File: config.mk
export PLATFORM = sky130hd
export DESIGN_NAME = stk_muldiv
export DESIGN_NICKNAME = d
export VERILOG_FILES = /design/src/rtl/stk_muldiv_pkg.sv /design/src/rtl/stk_muldiv_step.sv /design/src/rtl/stk_muldiv_seq.sv /design/src/rtl/stk_muldiv.sv
export SDC_FILE = /design/constraint.sdc
export NUM_CORES = 1
export LEC_CHECK = 0
export BUFFER_PORTS_ARGS = -buffer_cell sky130_fd_sc_hd__clkbuf_2
export CORE_AREA = 2 2 134 136
export DETAILED_ROUTE_END_ITERATION = 10
export DIE_AREA = 0 0 136 138
export PLACE_DENSITY = 0.58
export SLEW_MARGIN = 15
export SYNTH_ARGS = -nofsm -noshare
export SYNTH_HDL_FRONTEND = slang
export SYNTH_SLANG_ARGS = --single-unit
export TNS_END_PERCENT = 5
File: constraint.sdc
create_clock -name clk -period 5.2 [get_ports clk]
set_input_delay 0.52 -clock clk [delete_from_list [all_inputs] [get_ports clk]]
set_output_delay 0.52 -clock clk [all_outputs]
set_load 0.005 [all_outputs]
File: src/rtl/stk_muldiv_pkg.sv
package stk_muldiv_pkg;
    localparam int OPW = 5;
    localparam logic [OPW-1:0] OPC_MUL = 5'b11110;
    localparam logic [OPW-1:0] OPC_DIV = 5'b11111;
endpackage

File: src/rtl/stk_muldiv_step.sv
module stk_muldiv_step #(
    parameter int W = 16
) (
    input  logic         is_div,
    input  logic [W-1:0] t_i,
    input  logic [W-1:0] n_i,
    input  logic [W-1:0] n2_i,
    output logic [W-1:0] t_o,
    output logic [W-1:0] n_o
);
    localparam int XW = W + 1;

    logic [XW-1:0] mul_sum;
    logic [XW-1:0] div_win;
    logic [XW-1:0] div_rem;
    logic          div_fit;

    always_comb begin
        // multiply: conditional add then shift T:N right
        mul_sum = n_i[0] ? ({1'b0, t_i} + {1'b0, n2_i}) : {1'b0, t_i};
        // divide: shift T:N left, trial subtract divisor
        div_win = {t_i, n_i[W-1]};
        div_fit = (div_win >= {1'b0, n2_i});
        div_rem = div_fit ? (div_win - {1'b0, n2_i}) : div_win;
        if (is_div) begin
            t_o = div_rem[W-1:0];
            n_o = {n_i[W-2:0], div_fit};
        end else begin
            t_o = mul_sum[XW-1:1];
            n_o = {mul_sum[0], n_i[W-1:1]};
        end
    end
endmodule

File: src/rtl/stk_muldiv_seq.sv
module stk_muldiv_seq #(
    parameter int STEPS = 16
) (
    input  logic clk,
    input  logic rst_n,
    input  logic launch,
    output logic busy,
    output logic last
);
    localparam int CW = $clog2(STEPS + 1);

    logic [CW-1:0] cnt_d, cnt_q;

    always_comb begin
        cnt_d = cnt_q;
        if (launch && cnt_q == '0) begin
            cnt_d = CW'(STEPS);
        end else if (cnt_q != '0) begin
            cnt_d = cnt_q - CW'(1);
        end
    end

    always_ff @(posedge clk or negedge rst_n) begin
        if (!rst_n) cnt_q <= '0;
        else        cnt_q <= cnt_d;
    end

    assign busy = (cnt_q != '0);
    assign last = (cnt_q == CW'(1));

    // count never exceeds the step total
    a_r6_cnt_range: assert property (@(posedge clk) disable iff (!rst_n)
        cnt_q <= CW'(STEPS));
    // a running count only moves down by one, whatever launch does
    a_r8_cnt_steady: assert property (@(posedge clk) disable iff (!rst_n)
        busy |=> (cnt_q == $past(cnt_q) - CW'(1)));
endmodule

File: src/rtl/stk_muldiv.sv
module stk_muldiv
    import stk_muldiv_pkg::*;
#(
    parameter int W     = 16,
    parameter int STEPS = 16
) (
    input  logic           clk,
    input  logic           rst_n,
    input  logic           start,
    input  logic           single,
    input  logic [OPW-1:0] op_code,
    input  logic [W-1:0]   t_in,
    input  logic [W-1:0]   n_in,
    input  logic [W-1:0]   n2_in,
    output logic [W-1:0]   t_out,
    output logic [W-1:0]   n_out,
    output logic           busy,
    output logic           done,
    output logic           ovf
);
    typedef struct packed {
        logic [W-1:0] t;
        logic [W-1:0] n;
        logic [W-1:0] n2;
        logic         div;
        logic         done;
        logic         ovf;
    } st_t;

    st_t st_d, st_q;

    logic         seq_busy, seq_last;
    logic         op_ok, op_div, accept;
    logic         stp_div;
    logic [W-1:0] stp_t, stp_n, stp_n2;
    logic [W-1:0] res_t, res_n;

    always_comb begin
        op_div  = (op_code == OPC_DIV);
        op_ok   = (op_code == OPC_MUL) || op_div;
        accept  = start && !seq_busy && op_ok;
        if (accept && single) begin
            stp_div = op_div;
            stp_t   = t_in;
            stp_n   = n_in;
            stp_n2  = n2_in;
        end else begin
            stp_div = st_q.div;
            stp_t   = st_q.t;
            stp_n   = st_q.n;
            stp_n2  = st_q.n2;
        end
    end

    stk_muldiv_step #(.W(W)) u_step (
        .is_div (stp_div),
        .t_i    (stp_t),
        .n_i    (stp_n),
        .n2_i   (stp_n2),
        .t_o    (res_t),
        .n_o    (res_n)
    );

    stk_muldiv_seq #(.STEPS(STEPS)) u_seq (
        .clk    (clk),
        .rst_n  (rst_n),
        .launch (accept && !single),
        .busy   (seq_busy),
        .last   (seq_last)
    );

    always_comb begin
        st_d      = st_q;
        st_d.done = 1'b0;
        if (accept) begin
            st_d.div = op_div;
            st_d.ovf = op_div && (n2_in <= t_in);
            st_d.n2  = n2_in;
            if (single) begin
                st_d.t    = res_t;
                st_d.n    = res_n;
                st_d.done = 1'b1;
            end else begin
                st_d.t = op_div ? t_in : '0;
                st_d.n = n_in;
            end
        end else if (seq_busy) begin
            st_d.t = res_t;
            st_d.n = res_n;
            if (seq_last) st_d.done = 1'b1;
        end
    end

    always_ff @(posedge clk or negedge rst_n) begin
        if (!rst_n) st_q <= '0;
        else        st_q <= st_d;
    end

    assign t_out = st_q.t;
    assign n_out = st_q.n;
    assign busy  = seq_busy;
    assign done  = st_q.done;
    assign ovf   = st_q.ovf;

    // completion pulse follows the end of a run
    a_r6_done_after_busy: assert property (@(posedge clk) disable iff (!rst_n)
        $fell(busy) |-> done);
    // done and busy never overlap
    a_r6_no_overlap: assert property (@(posedge clk) disable iff (!rst_n)
        busy |-> !done);
    // overflow flag only changes on an accepted start
    a_r7_ovf_hold: assert property (@(posedge clk) disable iff (!rst_n)
        !accept |=> $stable(ovf));
    // divisor/multiplicand register fixed during a run
    a_r5_n2_hold: assert property (@(posedge clk) disable iff (!rst_n)
        (busy && !accept) |=> $stable(st_q.n2));
    // a single step completes next cycle without going busy
    a_r10_single: assert property (@(posedge clk) disable iff (!rst_n)
        (accept && single) |=> (done && !busy));
endmodule

==> results of run 1 <==
==> final cells by class <==
cell class	count	area, sq um
Fill cell	1890	10500
Multi-Input combinational cell	633	4340
Sequential cell	56	1400
Timing Repair Buffer	122	701
Tap cell	229	287
Inverter	48	180
Clock buffer	6	139
Clock inverter	2	13.8
==> state kept, by name (all words and copies together) (netlist names) <==
name	cells
n_out	16
ovf	1
u_seq.cnt_q	5
done	1
st_q	17
t_out	16
==> routing by layer <==
metal / track usage / vias up / wire, um
li1: - / 3027 / -
met1: 0.296 / 2948 / 9210
met2: 0.367 / 232 / 9880
met3: 0.0381 / 45 / 1330
met4: 0.0833 / 0 / 724
met5: 0 / - / 0
==> critical path, stage by stage, from the launching register on <==
cell and delay (ns):
dfrtp_1 0.43, inv_1 0.10, ha_1 0.17, nor4b_4 0.28, nand4_4 0.34, buf_4 0.35
o21ai_0 0.34, ha_1 0.25, inv_1 0.06, fa_1 0.41, a211oi_1 0.43, o211a_1 0.25
nor3_1 0.10, o31a_1 0.36, nor4_1 0.37, a311oi_1 0.13, o31ai_1 0.29
==> cell usage in the layout (no fill, tap or decap), drive strengths merged, types with 3 or more instances in the layout <==
cell    netlist  layout
mux2         20      20
a211o         4       4
nand4        11      11
a311oi        4       4
xnor2        15      15
nor2         61      61
nor3          8       8
nand2b        8       8
mux2i        42      42
o211a         5       5
a211oi       34      34
nor4          6       6
a21o         16      16
nand2        90      90
a22o          3       3
and3          5       5
buf          43      31
nor2b        19      19
a22oi         4       4
xor2          9       9
ha           47      47
clkbuf       31      97
o311ai        3       3
o31ai         4       4
dfrtp        56      56
o21ai        50      50
a21oi        65      65
inv          48      49
nand3        27      27
o21a          3       3
a21boi        4       4
o211ai       17      17
a31oi        10      10
==> repair_timing <==
item / 4_1_cts / 5_1_grt
hold buffers: 0 / 0
resized for setup: 0 / 1
setup endpoints to repair: 0 / 1
==> worst max-delay path by stage <==
stage / start / end / slack (ns)
3_3_place_gp: op_code[3] / t_out[15]$_DFFE_PN0P_ / 0.47
5_1_grt: u_seq.cnt_q[0]$_DFFE_PN0P_ / t_out[5]$_DFFE_PN0P_ / 0.15
6_report: u_seq.cnt_q[0]$_DFFE_PN0P_ / t_out[15]$_DFFE_PN0P_ / 0.45
4_1_cts: u_seq.cnt_q[0]$_DFFE_PN0P_ / t_out[5]$_DFFE_PN0P_ / 0.45
2_1_floorplan: u_seq.cnt_q[0]$_DFFE_PN0P_ / t_out[14]$_DFFE_PN0P_ / 0.38
3_5_place_dp: op_code[3] / t_out[15]$_DFFE_PN0P_ / 0.42
==> per-stage QoR <==
step | hold WS [ns] | area [sq um] | utilization | power [mW]
after detailed placement | 0.475 | 6910 | 0.394 | 3.22
after floorplan | 0.224 | 6330 | - | 2.61
after global placement | 0.463 | 6910 | 0.394 | 3.22
after CTS | 0.406 | 7060 | 0.403 | 3.62
final | 0.357 | 7070 | 0.403 | 3.65
after global routing | 0.448 | 7070 | 0.403 | 3.96
==> power by group through the flow <==
stage          registers [mW]  logic (mW)  clock network [mW]
2_1_floorplan           0.723        1.89                   0
4_1_cts                 0.784        2.44               0.392
3_5_place_dp            0.791        2.43                   0
3_3_place_gp            0.796        2.42                   0
5_1_grt                 0.806        2.75               0.407
6_report                0.785        2.47               0.387
==> logic make-up after synthesis <==
logic type,count (synthesis)
compound gates,247
xor+xnor,24
fa+ha+maj,49
buf+inv,122
flops,56
mux,62
simple gates,251
==> out/qor.csv, run 1 <==
stage;metric;value;unit
yosys;Netlist Area Pre-Place;0.00633;sq mm
power_and_ir_drop;combinational power share;0.678;
outcome;status;completed;
floorplan;Initial Util;0.361;
grt;pin count of the biggest net entering global routing;57;
yosys;Mapped Cells;811;
timing;Max Fclk;0.211;GHz
placement;GP Congestion;1.03;
min_path;Hold Path Class;primary input to asynchronous set/reset pin;
placement;I/O Buffers;91;
yosys;ys async rst share;1.00;
detailed_routing;DR WL/cell;19.3;um
timing;RSZ-0062 raised after global routing;false;
yosys;Synth cell types;68;
yosys;Synth area leader;dfrtp_1;
yosys;largest family of logic cells by synthesized area;compound AO/OA/AOI/OAI gates;
clocking;clock buffer count from CTS;5;
floorplan;Die H;138;um
yosys;number of synthesized flops with an enable pin;0;
placement;HPWL after DPL;16500;um
clocking;Post-CTS Setup Bufs;0;
power_and_ir_drop;VDD IR max;0.253;mV
floorplan;Core Area;0.0175;sq mm
yosys;Main synth FF type;dfrtp_1;
clocking;Num Clock Sinks;56;
yosys;mux share of post-synthesis cell area;0.102;
yosys;#FFs+latches synth;56;
detailed_routing;1st-iter DRT viols;506;
timing;Setup TNS;0;ns
cells_and_area;Antenna diodes;0;
cells_and_area;area delta synth->final;11.6;%
yosys;sequential share of the synthesized area;0.221;
setup_path;Crit. End Element;flip-flop;
yosys;Post-Synth XOR/XNOR Area;0.0332;
run;max_cap viols;0;
setup_path;reg2reg end;t_out[15]$_DFFE_PN0P_;
timing;Final Slew Violations;0;
cells_and_area;fin nets;972;
yosys;post-synthesis adder-cell area fraction;0.0992;
floorplan;IO Pins;92;
cells_and_area;fraction of layout cells with a size suffix above 1;0.187;
timing;Max-slew headroom;0.224;
timing;Hold Fails Final Rpt;0;
timing;Final min period;4.75;ns
setup_path;required time worst endpoint;5.43;ns
floorplan;chip width;136;um
timing;period utilization;0.913;
grt;first-pass GRT wire length;33100;um
yosys;top post-synthesis cells by area;dfrtp_1 22%, ha_1 9.3%, mux2i_1 6.6%;
setup_path;CP Max Fanout;23;
clocking;CTS HTree Levels;2;
clocking;clk_lat worst skew;0.32;ns
grt;grt ovf;0;
timing;actual slew at the worst max-slew pin;1.14;ns
setup_path;Worst R2R Setup Slack;0.45;ns
setup_path;Worst Path Arrival;4.98;ns
setup_path;RR Startpoint;u_seq.cnt_q[0]$_DFFE_PN0P_;
clocking;Root Driver;clkbuf_16;
yosys;simple-gate share of the synthesized area;0.194;
detailed_routing;# DRC;0;
detailed_routing;Via Count;6252;
yosys;Synth warnings;0;
clocking;CTS tree;built;
yosys;Post-synth top cells;90 x nand2_1, 65 x a21oi_1, 61 x nor2_1, 56 x dfrtp_1, 49 x o21ai_0;
setup_path;Worst setup SP type;flip-flop;
yosys;Synth Area in Compound Gates;0.256;
yosys;Syn Area/Cell;7.80;sq um
detailed_routing;Routed Antenna Nets;0;
power_and_ir_drop;P_int;1.84;mW
timing;Final setup viols;0;
placement;Inst Count DP;1088;
grt;GRT Total Usage;0.225;
yosys;Synth top area share;0.221;
grt;vias in the first global route;5962;
power_and_ir_drop;Seq pwr share;0.215;
detailed_routing;DR vias/cell;5.70;
detailed_routing;Initial DRT Pass Iterations;4;
detailed_routing;final wirelength;21100;um
power_and_ir_drop;Lkg Pwr;3.34;nW
clocking;clock-pin slew on the worst setup and hold paths;0.09;ns
power_and_ir_drop;Clk pwr share;0.106;
power_and_ir_drop;P_sw;1.81;mW
floorplan;row count;49;
clocking;CTS Buffer Depth;2;
setup_path;WS Path Type;flip-flop to flip-flop;
timing;clk_skew;0.0119;ns
grt;initial antenna violation count;0;
placement;Post-Place Worst Slack;0.416;ns
timing;final worst slack;0.450;ns
yosys;cell with the most instances after synthesis;nand2_1;
setup_path;Worst Reg2Reg Path Length in Cells;16;
cells_and_area;non-filler cells, final;1096;
power_and_ir_drop;power per cell area;516;mW/mm^2
yosys;Synthesized Nets;917;
floorplan;die area;0.0188;sq mm
power_and_ir_drop;Switching Share;0.496;
No activity file was read; power rests on OpenSTA's default activity.
==> inputs of run 2 (changes only) <==
ABC_CLOCK_PERIOD_IN_PS = 5200   (was not set)
CORE_AREA = 2 2 141 130   (was 2 2 134 136)
DIE_AREA = 0 0 143 132   (was 0 0 136 138)
==> out/qor.csv, run 2 (synthesis results as in run 1) <==
stage;metric;value;unit;change
power_and_ir_drop;power per cell area;514;mW/mm^2;-0.29%
detailed_routing;final wirelength;21300;um;+0.74%
setup_path;CP delay by family, top;simple AND/OR/NAND/NOR gates;;
timing;Setup TNS;0;ns;unchanged
setup_path;Worst R2R Setup Slack;0.42;ns;-0.03 ns
cells_and_area;register name with the most flops;st_q;;
setup_path;required time worst endpoint;5.40;ns;-0.03 ns
grt;grt ovf;0;;unchanged
grt;vias in the first global route;5748;;-3.6%
clocking;CTS HTree Levels;2;;unchanged
timing;Final setup viols;0;;unchanged
clocking;Post-CTS Setup Bufs;0;;unchanged
setup_path;WS Path Type;flip-flop to flip-flop;;
floorplan;Core Area;0.0173;sq mm;-1.2%
setup_path;CP Cell Sequence;inv_1, ha_1, nor4b_4, buf_4, inv_2, nor4_4, buf_6, mux2i_1, ha_1, nand3_1, nor4_1, nand4b_1, nor4_1, nor3_2, buf_4, nand2_1, buf_4, mux2_2, o211ai_1, a21oi_1;;
outcome;status;completed;;
floorplan;Die H;132;um;-4.3%
timing;Max-slew headroom;0.191;;-0.0324
grt;met1 Resource Use GR;0.332;;+0.0360
clocking;clk_lat worst skew;0.31;ns;about the same
clocking;CTS Buffer Depth;2;;unchanged
timing;period utilization;0.919;;+0.00559
setup_path;CP Max Fanout;16;;-30%
detailed_routing;DR vias/cell;5.70;;about the same
cells_and_area;Multi-input gate area;0.00434;sq mm;about the same
cells_and_area;area taken by flip-flops and latches;0.00140;sq mm;unchanged
grt;pin count of the biggest net entering global routing;57;;unchanged
setup_path;Crit. End Element;flip-flop;;
cells_and_area;fillcell total;1796;;-5.0%
clocking;Num Clock Sinks;56;;unchanged
setup_path;RR Startpoint;u_seq.cnt_q[0]$_DFFE_PN0P_;;
cells_and_area;area delta synth->final;11.2;%;
placement;GP Congestion;0.958;;-6.6%
detailed_routing;DR WL/cell;19.3;um;about the same
power_and_ir_drop;VDD IR max;0.271;mV;+7.0%
cells_and_area;final core occ;0.406;;+0.00352
detailed_routing;Initial DRT Pass Iterations;5;;+1
timing;clk_skew;0.00693;ns;-0.00500 ns
placement;I/O Buffers;91;;unchanged
floorplan;Initial Util;0.365;;+0.00438
cells_and_area;fin nets;969;;-0.31%
clocking;CTS tree;built;;
grt;GRT Total Usage;0.226;;+0.00150
run;max_cap viols;0;;unchanged
setup_path;Worst Path Arrival;4.97;ns;about the same
timing;actual slew at the worst max-slew pin;1.21;ns;+0.0687 ns
setup_path;crit-path max cell delay;0.42;ns;about the same
timing;RSZ-0062 raised after global routing;false;;
clocking;clock-pin slew on the worst setup and hold paths;0.08;ns;about the same
floorplan;IO Pins;92;;unchanged
placement;HPWL after DPL;16500;um;about the same
floorplan;chip width;143;um;+5.1%
grt;initial antenna violation count;1;;+1
clocking;Root Driver;clkbuf_16;;
min_path;Hold Path Class;primary input to asynchronous set/reset pin;;
timing;Hold Fails Final Rpt;0;;unchanged
detailed_routing;Routed Antenna Nets;0;;unchanged
clocking;clock buffer count from CTS;5;;unchanged
cells_and_area;number of flip-flops under the largest register name;17;;unchanged
power_and_ir_drop;Lkg Pwr;3.31;nW;-0.72%
detailed_routing;Via Count;6302;;+0.80%
clocking;cells resized by post-CTS repair;0;;unchanged
setup_path;reg2reg end;t_out[5]$_DFFE_PN0P_;;
timing;Final Slew Violations;0;;unchanged
floorplan;row count;46;;-6.1%
cells_and_area;commonest cells after routing, fill and taps aside;91 x clkbuf_2, 90 x nand2_1, 64 x a21oi_1;;
timing;Max Fclk;0.209;GHz;-0.61%
cells_and_area;commonest non-fill, non-tap cell in the layout;clkbuf_2;;
grt;grt met3 use;0.0421;;+0.00400
cells_and_area;fraction of layout cells with a size suffix above 1;0.183;;-0.00398
setup_path;Worst setup SP type;flip-flop;;
floorplan;die area;0.0189;sq mm;+0.58%
setup_path;Crit-path slowest cell;dfrtp_1;;
detailed_routing;1st-iter DRT viols;481;;-4.9%
setup_path;Worst Path Buf+Inv;6;;+3
setup_path;Worst Reg2Reg Path Length in Cells;20;;+4
setup_path;cell mode on critical path;buf_4;;
detailed_routing;# DRC;0;;unchanged
grt;GRT met2 Usage;0.340;;-0.0266
clocking;hold buffer count at cts;0;;unchanged
timing;Final min period;4.78;ns;+0.0291 ns
grt;first-pass GRT wire length;33400;um;+0.77%
grt;GRT Max-Usage Layer;met2;;
power_and_ir_drop;Final Total Pwr;3.62;mW;-0.63%
-- run 2: cell types whose count changed in the layout (fill, tap and decap cells not counted), sizes merged --
cell	delta
clkbuf	-1
clkinvlp	+1
diode	+1
buf	-3
-- run 2: metal layers --
layer | up-vias | share of wire
met4 | 0 | 0.017
li1 | 3029 | -
met3 | 20 | 0.074
met5 | - | 0
met2 | 244 | 0.44
met1 | 3009 | 0.47
-- run 2: through the flow --
step	instances	setup slack, ns	area, sq um	hold WS [ns]
floorplan	811	0.377	6330	0.224
global placement	1096	0.586	6890	0.464
detailed placement	1096	0.479	6890	0.485
CTS	1104	0.433	7040	0.401
global route	1104	0.0240	7040	0.431
finish	1105	0.421	7040	0.356
-- run 2: worst reg2reg max path, stage by stage, from the launching register on --
cell	delay, ns
dfrtp_1	0.42
inv_1	0.10
ha_1	0.18
nor4b_4	0.28
buf_4	0.22
inv_2	0.09
nor4_4	0.18
buf_6	0.28
mux2i_1	0.28
ha_1	0.33
nand3_1	0.28
nor4_1	0.38
nand4b_1	0.14
nor4_1	0.35
nor3_2	0.06
buf_4	0.19
nand2_1	0.08
buf_4	0.21
mux2_2	0.35
o211ai_1	0.16
a21oi_1	0.09
-- run 2: layout make-up --
| type | count | share of cell area |
|---|---|---|
| Clock buffer | 5 | 0.0178 |
| Antenna cell | 1 | 0.000355 |
| Clock inverter | 3 | 0.00302 |
| Timing Repair Buffer | 119 | 0.0951 |
| Multi-Input combinational cell | 633 | 0.617 |
| Inverter | 48 | 0.0256 |
| Sequential cell | 56 | 0.199 |
| Tap cell | 240 | 0.0426 |
-- run 2: worst max-delay path by stage --
stage                                          start                    end  slack, ns  cells past startpoint
final                     u_seq.cnt_q[0]$_DFFE_PN0P_   t_out[5]$_DFFE_PN0P_       0.42                     20
after global routing      u_seq.cnt_q[0]$_DFFE_PN0P_   t_out[5]$_DFFE_PN0P_       0.02                     20
after CTS                 u_seq.cnt_q[0]$_DFFE_PN0P_   t_out[5]$_DFFE_PN0P_       0.43                     20
after detailed placement  u_seq.cnt_q[0]$_DFFE_PN0P_   t_out[5]$_DFFE_PN0P_       0.48                     20
after global placement    u_seq.cnt_q[0]$_DFFE_PN0P_   t_out[5]$_DFFE_PN0P_       0.59                     20
after floorplan           u_seq.cnt_q[0]$_DFFE_PN0P_  t_out[14]$_DFFE_PN0P_       0.38                     22
-- run 2: power breakdown --
group / total, mW / internal (mW) / switching [mW]
registers: 0.793 / 0.601 / 0.192
logic: 2.46 / 1.03 / 1.43
clock network: 0.369 / 0.181 / 0.188
